<file path="config.mk">
export PLATFORM = sky130hd
export DESIGN_NAME = hzd_scoreboard
export DESIGN_NICKNAME = d
export VERILOG_FILES = /design/src/rtl/hzd_pkg.sv /design/src/rtl/hzd_ready_slot.sv /design/src/rtl/hzd_use_check.sv /design/src/rtl/hzd_scoreboard.sv
export SDC_FILE = /design/constraint.sdc
export NUM_CORES = 1
export LEC_CHECK = 0
export ABC_AREA = 1
export BUFFER_PORTS_ARGS = -buffer_cell sky130_fd_sc_hd__buf_2
export CAP_MARGIN = 20
export CORE_MARGIN = 4
export CORE_UTILIZATION = 55
export CTS_CLUSTER_SIZE = 10
export DETAILED_ROUTE_END_ITERATION = 10
export GPL_TIMING_DRIVEN = 0
export MAX_ROUTING_LAYER = met4
export PLACE_DENSITY = 0.8
export SYNTH_ARGS = -nofsm -noshare
export SYNTH_HDL_FRONTEND = slang
export SYNTH_SLANG_ARGS = --single-unit
</file>
<file path="constraint.sdc">
create_clock -name clk -period 5.8 [get_ports clk]
set_clock_uncertainty 0.2 [all_clocks]
set_input_delay 0.29 -clock clk [delete_from_list [all_inputs] [get_ports clk]]
set_output_delay 0.29 -clock clk [all_outputs]
set_load 0.03 [all_outputs]
</file>
<file path="src/rtl/hzd_pkg.sv">
package hzd_pkg;

  typedef enum logic [2:0] {
    PC_ALU = 3'd0,
    PC_LEA = 3'd1,
    PC_CMP = 3'd2,
    PC_MUL = 3'd3,
    PC_DIV = 3'd4
  } prod_cls_e;

  typedef enum logic [2:0] {
    U_DATA   = 3'd0,
    U_ADDR   = 3'd1,
    U_SHCNT  = 3'd2,
    U_SHSRC  = 3'd3,
    U_FLCOND = 3'd4,
    U_FLBR   = 3'd5
  } use_e;

  localparam int unsigned GAP_BASE      = 1;
  localparam int unsigned GAP_ALU_SHCNT = 2;
  localparam int unsigned GAP_LEA_SHCNT = 3;
  localparam int unsigned GAP_LEA_SHSRC = 2;
  localparam int unsigned GAP_FLAG_COND = 2;

  // Cycles between producer issue and the earliest consumer issue.
  function automatic int unsigned req_gap(
    input prod_cls_e   c,
    input use_e        u,
    input int unsigned addr_gap,
    input int unsigned mul_lat,
    input int unsigned mul_addr_gap,
    input int unsigned div_lat
  );
    int unsigned g;
    g = GAP_BASE;
    case (c)
      PC_ALU: begin
        if (u == U_ADDR)        g = addr_gap;
        else if (u == U_SHCNT)  g = GAP_ALU_SHCNT;
        else if (u == U_FLCOND) g = GAP_FLAG_COND;
      end
      PC_LEA: begin
        if (u == U_SHCNT)       g = GAP_LEA_SHCNT;
        else if (u == U_SHSRC)  g = GAP_LEA_SHSRC;
      end
      PC_CMP: begin
        if (u == U_FLCOND)      g = GAP_FLAG_COND;
      end
      PC_MUL: g = (u == U_ADDR) ? mul_addr_gap : mul_lat;
      PC_DIV: g = div_lat;
      default: g = GAP_BASE;
    endcase
    return g;
  endfunction

endpackage

</file>
<file path="src/rtl/hzd_ready_slot.sv">
module hzd_ready_slot
  import hzd_pkg::*;
#(
  parameter int unsigned AW = 7
) (
  input  logic          clk,
  input  logic          rst,
  input  logic          wr,
  input  prod_cls_e     wr_cls,
  output prod_cls_e     cls,
  output logic [AW-1:0] age
);

  localparam logic [AW-1:0] AGE_MAX = '1;

  always_ff @(posedge clk) begin
    if (rst) begin
      cls <= PC_ALU;
      age <= AGE_MAX;
    end else if (wr) begin
      cls <= wr_cls;
      age <= AW'(1);
    end else if (age != AGE_MAX) begin
      age <= age + AW'(1);
    end
  end

endmodule

</file>
<file path="src/rtl/hzd_use_check.sv">
module hzd_use_check
  import hzd_pkg::*;
#(
  parameter int unsigned AW           = 7,
  parameter int unsigned ADDR_GAP     = 4,
  parameter int unsigned MUL_LAT      = 5,
  parameter int unsigned MUL_ADDR_GAP = 9,
  parameter int unsigned DIV_LAT      = 65
) (
  input  logic          en,
  input  prod_cls_e     cls,
  input  logic [AW-1:0] age,
  input  use_e          use_kind,
  output logic          hazard
);

  int unsigned gap;

  always_comb begin
    gap    = req_gap(cls, use_kind, ADDR_GAP, MUL_LAT, MUL_ADDR_GAP, DIV_LAT);
    hazard = en && (32'(age) < gap);
  end

endmodule

</file>
<file path="src/rtl/hzd_scoreboard.sv">
module hzd_scoreboard
  import hzd_pkg::*;
#(
  parameter int unsigned NREG         = 16,
  parameter int unsigned NSRC         = 2,
  parameter int unsigned ADDR_GAP     = 4,
  parameter int unsigned MUL_LAT      = 5,
  parameter int unsigned MUL_ADDR_GAP = 9,
  parameter int unsigned DIV_LAT      = 65,
  localparam int unsigned RW          = $clog2(NREG)
) (
  input  logic               clk,
  input  logic               rst,
  input  logic               cand_valid,
  input  logic [2:0]         cand_cls,
  input  logic               cand_dst_en,
  input  logic [RW-1:0]      cand_dst,
  input  logic               cand_wr_flags,
  input  logic [NSRC-1:0]    src_en,
  input  logic [NSRC*RW-1:0] src_reg,
  input  logic [NSRC*2-1:0]  src_role,
  input  logic [1:0]         flags_use,
  output logic               stall
);

  localparam int unsigned G1     = (DIV_LAT > MUL_ADDR_GAP) ? DIV_LAT : MUL_ADDR_GAP;
  localparam int unsigned G2     = (ADDR_GAP > MUL_LAT) ? ADDR_GAP : MUL_LAT;
  localparam int unsigned G3     = (G1 > G2) ? G1 : G2;
  localparam int unsigned MAXGAP = (G3 > GAP_LEA_SHCNT) ? G3 : GAP_LEA_SHCNT;
  localparam int unsigned AW     = $clog2(MAXGAP + 1);

  prod_cls_e       cls_in;
  logic            issue;
  prod_cls_e       reg_cls [NREG];
  logic [AW-1:0]   reg_age [NREG];
  prod_cls_e       flag_cls;
  logic [AW-1:0]   flag_age;
  logic [NSRC-1:0] src_haz;
  logic            flag_haz;
  use_e            flag_kind;

  assign cls_in = prod_cls_e'(cand_cls);
  assign issue  = cand_valid && !stall;

  // One ready slot per architectural register.
  for (genvar i = 0; i < NREG; i++) begin : g_reg
    hzd_ready_slot #(.AW(AW)) u_slot (
      .clk    (clk),
      .rst    (rst),
      .wr     (issue && cand_dst_en && (cand_dst == RW'(i))),
      .wr_cls (cls_in),
      .cls    (reg_cls[i]),
      .age    (reg_age[i])
    );
  end

  hzd_ready_slot #(.AW(AW)) u_flag_slot (
    .clk    (clk),
    .rst    (rst),
    .wr     (issue && cand_wr_flags),
    .wr_cls (cls_in),
    .cls    (flag_cls),
    .age    (flag_age)
  );

  // Per-source gap check against the slot it names.
  for (genvar s = 0; s < NSRC; s++) begin : g_src
    logic [RW-1:0] idx;
    use_e          kind;
    assign idx  = src_reg[s*RW +: RW];
    assign kind = use_e'({1'b0, src_role[s*2 +: 2]});

    hzd_use_check #(
      .AW(AW), .ADDR_GAP(ADDR_GAP), .MUL_LAT(MUL_LAT),
      .MUL_ADDR_GAP(MUL_ADDR_GAP), .DIV_LAT(DIV_LAT)
    ) u_chk (
      .en       (src_en[s]),
      .cls      (reg_cls[idx]),
      .age      (reg_age[idx]),
      .use_kind (kind),
      .hazard   (src_haz[s])
    );
  end

  assign flag_kind = (flags_use == 2'd1) ? U_FLBR : U_FLCOND;

  hzd_use_check #(
    .AW(AW), .ADDR_GAP(ADDR_GAP), .MUL_LAT(MUL_LAT),
    .MUL_ADDR_GAP(MUL_ADDR_GAP), .DIV_LAT(DIV_LAT)
  ) u_flag_chk (
    .en       (flags_use != 2'd0),
    .cls      (flag_cls),
    .age      (flag_age),
    .use_kind (flag_kind),
    .hazard   (flag_haz)
  );

  assign stall = cand_valid && ((|src_haz) || flag_haz);

endmodule

</file>
==> results of run 1 <==
[layout make-up]
type	instances	area share, %
multi-input cells	1274	53.1
flip-flops and latches	170	27.5
inverters	223	6.75
plain buffers	89	3.97
clock buffers	20	3.68
well taps	270	2.73
clock inverters	12	1.32
repair buffers	21	0.969
[what timing repair did]
action                                  4_1_cts  5_1_grt
endpoints found under the hold margin         3        0
resized for setup                             0        0
endpoints found under the setup margin        0        0
hold buffers                                  3        0
[layout by cell type (no fill, tap or decap), types with 15 or more instances in the layout]
cell type,n
nand2_1,486
inv_1,212
dfxtp_1,170
o21ai_0,148
nand3_1,145
nor2_1,119
a21oi_1,110
nand4_1,89
xor2_1,42
buf_2,38
o211ai_1,37
clkbuf_1,34
ha_1,34
xnor2_1,25
clkbuf_16,17
buf_1,15
[critical path, stage by stage]
cell      delay [ns]
buf_6           0.14
buf_2           0.29
buf_1           0.55
clkbuf_1        0.45
a21oi_1         0.07
o21ai_0         0.11
nand3_1         0.10
nand3_1         0.13
nand2_1         0.12
inv_1           0.08
ha_1            0.22
or2_2           0.30
nand2_1         0.13
nand2_1         0.10
nand3_1         0.12
nand2_1         0.07
inv_1           0.06
buf_2           0.19
[through the flow]
stage,area [µm²],power [mW],hold slack (ns),instances,worst slack (ns)
after floorplan,11300,3.55,0.257,1756,2.73
after global placement,11700,3.97,0.292,2044,1.75
after detailed placement,11700,4.05,0.309,2044,1.70
after CTS,12400,5.29,0.124,2079,1.93
after global routing,12400,5.73,0.174,2079,1.53
final,12400,5.31,0.138,2079,1.79
[path summary, 6_finish.rpt]
path	startpoint	endpoint	slack (ns)
setup / recovery	src_reg[5]	stall	1.79
setup reg to reg	g_reg[6].u_slot.cls[0]	g_reg[1].u_slot.age[2]	2.41
hold / removal	cand_wr_flags	u_flag_slot.age[0]	0.14
hold reg to reg	u_flag_slot.cls[1]	u_flag_slot.cls[1]	0.31
[flip-flops by register name, indices dropped and copies added, names as in the netlist]
register	cells
u_flag_slot.age	7
g.u_slot.age	112
u_flag_slot.cls	3
g.u_slot.cls	48
[power by group through the flow]
stage	Clock, mW	Sequential [mW]	Combinational, mW
after floorplan	0	1.73	1.82
after global placement	0	1.83	2.14
after detailed placement	0	1.85	2.20
after CTS	1.23	1.83	2.23
after global routing	1.28	1.88	2.58
final	1.22	1.84	2.25
[per-layer routing]
| layer | global-route usage (%) | up-vias | share of wire (%) |
|---|---|---|---|
| met5 | - | - | 0 |
| met4 | 15.9 | 0 | 5.2 |
| met3 | 4.94 | 153 | 8.4 |
| met2 | 53.8 | 612 | 46 |
| met1 | 40.9 | 5452 | 40 |
| li1 | - | 5826 | - |
[kinds of logic after synthesis]
group / Yosys count / share of synthesized area (%)
compound gates: 300 / 14.2
xor+xnor: 67 / 5.19
fa+ha+maj: 34 / 3.76
buf+inv: 312 / 11.7
flops: 170 / 30.1
simple gates: 873 / 35.1
==> flow_metrics.tcl, run 1 <==
set metrics [dict create \
    status "complete, no violations" \
    finalCritPeriodShare_pct 69.1 \
    synth_area_um2 11300 \
    cap_violations 0 \
    hpwl_um 27400 \
    crit_path_end_kind "output pin" \
    critical_path_required_ns 5.31 \
    start_util_pct 55.9 \
    multiInputGateArea_um2 6590 \
    rsz0062_at_grt "false" \
    synthTopCellsByCount "486 x nand2_1, 212 x inv_1, 170 x dfxtp_1, 148 x o21ai_0, 145 x nand3_1" \
    async_reset_ff_share_pct 0 \
    fmax_mhz 249 \
    worstSetupPathType "in2out" \
    peakVddDrop_v 0.000186 \
    cts_root_buf "clkbuf_16" \
    area_growth_pct 9.53 \
    wl_per_cell_um 17.7 \
    synthFlopType "dfxtp_1" \
    min_path_type "in2reg" \
    switching_share_pct 41.9 \
    powerDensity_nw_per_um2 429 \
    finalNetCount 1858 \
    gp_congestion 1.00 \
    antenna_found_initial 0 \
    worstMarginPinSlew_ns 0.829 \
    ant_nets 0 \
    drive_above_1_share_pct 7.02 \
    drc_errors 0 \
    p_leak_nw 6.19 \
    cp_max_fo 10 \
    cp.arrival_ns 3.52 \
    synth_edf_count 0 \
    reg2reg_depth 21 \
    first_pass_iters 9 \
    seq_area_frac_synth_pct 30.1 \
    numCtsBuffers 17 \
    startpoint_type "input pin" \
    syn_nets 1818 \
    slew_violations 0 \
    dieHeight_um 151 \
    p_int_mw 3.09 \
    period_needed_ns 4.01 \
    synth.most_common_cell "nand2_1" \
    cts_tree "built" \
    synth_area_per_cell_um2 6.44 \
    synth.largest_area_cell "dfxtp_1" \
    cts.sinks 170 \
    coreArea_um2 20200 \
    p_clk_share_pct 23.0 \
    grt_max_degree 17 \
    grt_pass1_wl_um 57600 \
    path_clk_slew_ns 0.07 \
    seqCellArea_um2 3400 \
    antenna_cells 0 \
    postCtsSetupBuffers 0 \
    drt-total-wl_um 36800 \
    p_sw_mw 2.23 \
    relSlewSlack_pct 44.8 \
    drtIter0Drc 1227 \
    synthTopCellsByArea "dfxtp_1 30%, nand2_1 16%, inv_1 7.0%" \
    yosys_register_bits 170 \
    n_fill_cell 1888 \
    setup_viol 0 \
    clkLatencyLatePin_ns 0.43 \
    grt_pass1_vias 10917 \
    h-tree-depth 4 \
    die-area_um2 22900 \
    grt.overflow.total 0 \
    die_w_um 151 \
    pwr-share-seq_pct 34.7 \
    port_buffers 18 \
    clockBufferDepth 2 \
    yosys_warnings 0 \
    tns_ns 0 \
    synthCells 1756 \
    utilization_pct 61.3 \
    worstHoldPathCells 3 \
    vias 12043 \
    pwr-share-comb_pct 42.4 \
    vias_per_cell 5.79 \
    ys_types 33 \
    ios 29 \
    hold_viol 0 \
    grt_use_total_pct 33.3 \
    rows 52 \
    synth_top_area_share_pct 30.1 \
]
Power figures use the tool's default switching activity.
==> run 2, diff against run 1 <==
--- a/config.mk
+++ b/config.mk
@@ -5,7 +5,7 @@
 export SDC_FILE = /design/constraint.sdc
 export NUM_CORES = 1
 export LEC_CHECK = 0
-export ABC_AREA = 1
+export ABC_AREA = 0
 export BUFFER_PORTS_ARGS = -buffer_cell sky130_fd_sc_hd__buf_2
 export CAP_MARGIN = 20
 export CORE_MARGIN = 4
@@ -14,7 +14,7 @@
 export DETAILED_ROUTE_END_ITERATION = 10
 export GPL_TIMING_DRIVEN = 0
 export MAX_ROUTING_LAYER = met4
-export PLACE_DENSITY = 0.8
+export PLACE_DENSITY = 0.82
 export SYNTH_ARGS = -nofsm -noshare
 export SYNTH_HDL_FRONTEND = slang
 export SYNTH_SLANG_ARGS = --single-unit
==> constraint.sdc (replaced) <==
create_clock -name clk -period 3.6 [get_ports clk]
set_clock_uncertainty 0.2 [all_clocks]
set_input_delay 0.18 -clock clk [delete_from_list [all_inputs] [get_ports clk]]
set_output_delay 0.18 -clock clk [all_outputs]
set_load 0.03 [all_outputs]
==> flow_metrics.tcl, run 2 <==
set metrics [dict create \
    path_clk_slew_ns 0.07 \
    ios 29 \
    relSlewSlack_pct 45.1 \
    coreArea_um2 18200 \
    synthTopCellsByCount "170 x dfxtp_1, 98 x o21bai_1, 85 x mux2i_1, 77 x mux4_2, 74 x nor2_1" \
    synthTopCellsByArea "dfxtp_1 33%, mux4_2 17%, mux2i_1 8.2%" \
    synthFlopType "dfxtp_1" \
    vias_per_cell 6.49 \
    utilization_pct 68.6 \
    grt_max_degree 18 \
    cts_root_buf "clkbuf_16" \
    syn_nets 1044 \
    drt-total-wl_um 29800 \
    critical_path_required_ns 3.76 \
    grt_pass1_vias 8320 \
    ant_nets 0 \
    post_dp_cell_area_um2 11000 \
    final_common_cell "dfxtp_1" \
    drc_errors 0 \
    synth_area_per_cell_um2 10.5 \
    powerDensity_nw_per_um2 692 \
    setup_viol 171 \
    synth.largest_area_cell "dfxtp_1" \
    failed_checks "setup timing" \
    dp_slack_ns -1.34 \
    setup_ws_ns -0.535 \
    top_regs "g.u_slot.age: 112 flops, g.u_slot.cls: 48 flops, u_flag_slot.age: 7 flops" \
    grt_use_total_pct 28.7 \
    grt.overflow.total 0 \
    yosys_warnings 0 \
    fmax_mhz 242 \
    die_w_um 145 \
    synth_edf_count 0 \
    synth.most_common_cell "dfxtp_1" \
    largest_register_ffs 112 \
    cap_violations 0 \
    gp_congestion 1.02 \
    start_util_pct 56.8 \
    crit_path_end_kind "flop" \
    finalNetCount 1140 \
    wl_per_cell_um 22.6 \
    synthCells 982 \
    area_growth_pct 20.8 \
    die-area_um2 21100 \
    first_pass_iters 5 \
    min_path_type "in2reg" \
    finalCritPeriodShare_pct 115 \
    hold_viol 0 \
    startpoint_type "flop" \
    synth_area_um2 10300 \
    cp.arrival_ns 4.30 \
    dp_cells 1235 \
    worstMarginPinSlew_ns 0.823 \
    yosys_register_bits 170 \
    async_reset_ff_share_pct 0 \
    synth_top_area_share_pct 32.9 \
    worstSetupPathType "reg2reg" \
    slew_violations 0 \
    h-tree-depth 4 \
    vias 8561 \
    antenna_cells 0 \
    ys_types 52 \
    regMostFlops "g.u_slot.age" \
    dieHeight_um 145 \
    antenna_found_initial 0 \
    p_leak_nw 5.02 \
    drive_above_1_share_pct 25.4 \
    cts_tree "built" \
    rsz0062_at_grt "true" \
    rows 49 \
    numCtsBuffers 17 \
    period_needed_ns 4.14 \
    layout_common_cells "164 x dfxtp_1, 97 x o21bai_1, 79 x mux2i_1" \
    drtIter0Drc 870 \
    status "complete, but fails checks" \
    peakVddDrop_v 0.000401 \
    port_buffers 24 \
    design_area_um2 12500 \
    seq_area_frac_synth_pct 32.9 \
    cp_max_fo 6 \
    stdcell_count 1320 \
    cts.sinks 170 \
    clockBufferDepth 2 \
    clkLatencyLatePin_ns 0.44 \
    hpwl_um 20700 \
    tns_ns -67.19 \
    grt_pass1_wl_um 46100 \
]
-- run 2: cell types whose count changed after synthesis, sizes merged, moves of 85 or more --
cell,change
mux2i,+85
nand2,-435
o21bai,+98
inv,-209
a21oi,-105
nand3,-106
o21ai,-127
-- run 2: power breakdown --
part	internal, mW	switching [mW]
sequential	2.40	0.728
clock	0.984	0.856
combinational	1.87	1.82
total	5.25	3.40
-- run 2: cells by family (layout without fill, tap and decap cells) --
family	after synthesis	in the layout	share of synthesized area [%]
xor+xnor	68	68	5.76
mux	169	169	26.1
fa+ha+maj	34	34	4.11
buf+inv	64	173	2.87
simple gates	325	325	17.9
compound gates	152	152	10.4
flops	170	170	32.9
-- run 2: what timing repair did --
| action | in CTS | in global routing |
|---|---|---|
| endpoints found under the setup margin | 171 | 171 |
| setup buffers | 40 | 15 |
| hold buffers | 0 | 0 |
| pin swaps | 46 | 34 |
| resized for setup | 43 | 37 |
| gates cloned | 0 | 0 |
-- run 2: layout make-up --
| type | instances | area, µm² |
|---|---|---|
| fill | 1248 | 5710 |
| multi-input combinational | 748 | 6980 |
| clock buffer | 18 | 429 |
| timing repair buffer | 79 | 837 |
| clock inverter | 14 | 154 |
| buffer | 50 | 355 |
| inverter | 12 | 46.3 |
| sequential | 170 | 3410 |
| tap | 229 | 287 |
-- run 2: path summary, 6_finish.rpt --
path,start,endpoint,slack (ns),cells past startpoint
worst min-delay path,cand_wr_flags,u_flag_slot.cls[0],0.06,5
worst max-delay path,g_reg[9].u_slot.cls[1],g_reg[15].u_slot.cls[1],-0.54,16
worst min register to register,g_reg[10].u_slot.cls[0],g_reg[10].u_slot.cls[0],0.29,2
worst max register to register,g_reg[9].u_slot.cls[1],g_reg[15].u_slot.cls[1],-0.54,16
-- run 2: worst max-delay path, cell delays in order, from the launching register on --
cell     delay [ns]
dfxtp_1        0.39
mux4_2         0.25
mux2i_1        0.10
mux2_4         0.33
or3_1          0.36
a21o_1         0.23
ha_4           0.28
nand3_2        0.13
or4_4          0.45
a31oi_4        0.18
o22ai_4        0.13
buf_8          0.16
buf_12         0.12
buf_8          0.12
nor3_4         0.21
buf_6          0.17
mux2i_2        0.22
-- run 2: per-layer routing --
metal	routed length (µm)	GRT usage (%)	part of all wire, %
met5	0	-	0
met4	1620	13.9	5.4
met2	14200	45.5	48
met3	2370	6.17	8.0
met1	11600	35.0	39
-- run 2: stage by stage --
step	hold slack, ns	power, mW
after floorplan	0.168	5.76
after global placement	0.267	6.36
after detailed placement	0.279	6.54
after CTS	0.0460	8.48
after global routing	0.0665	9.20
final	0.0553	8.65
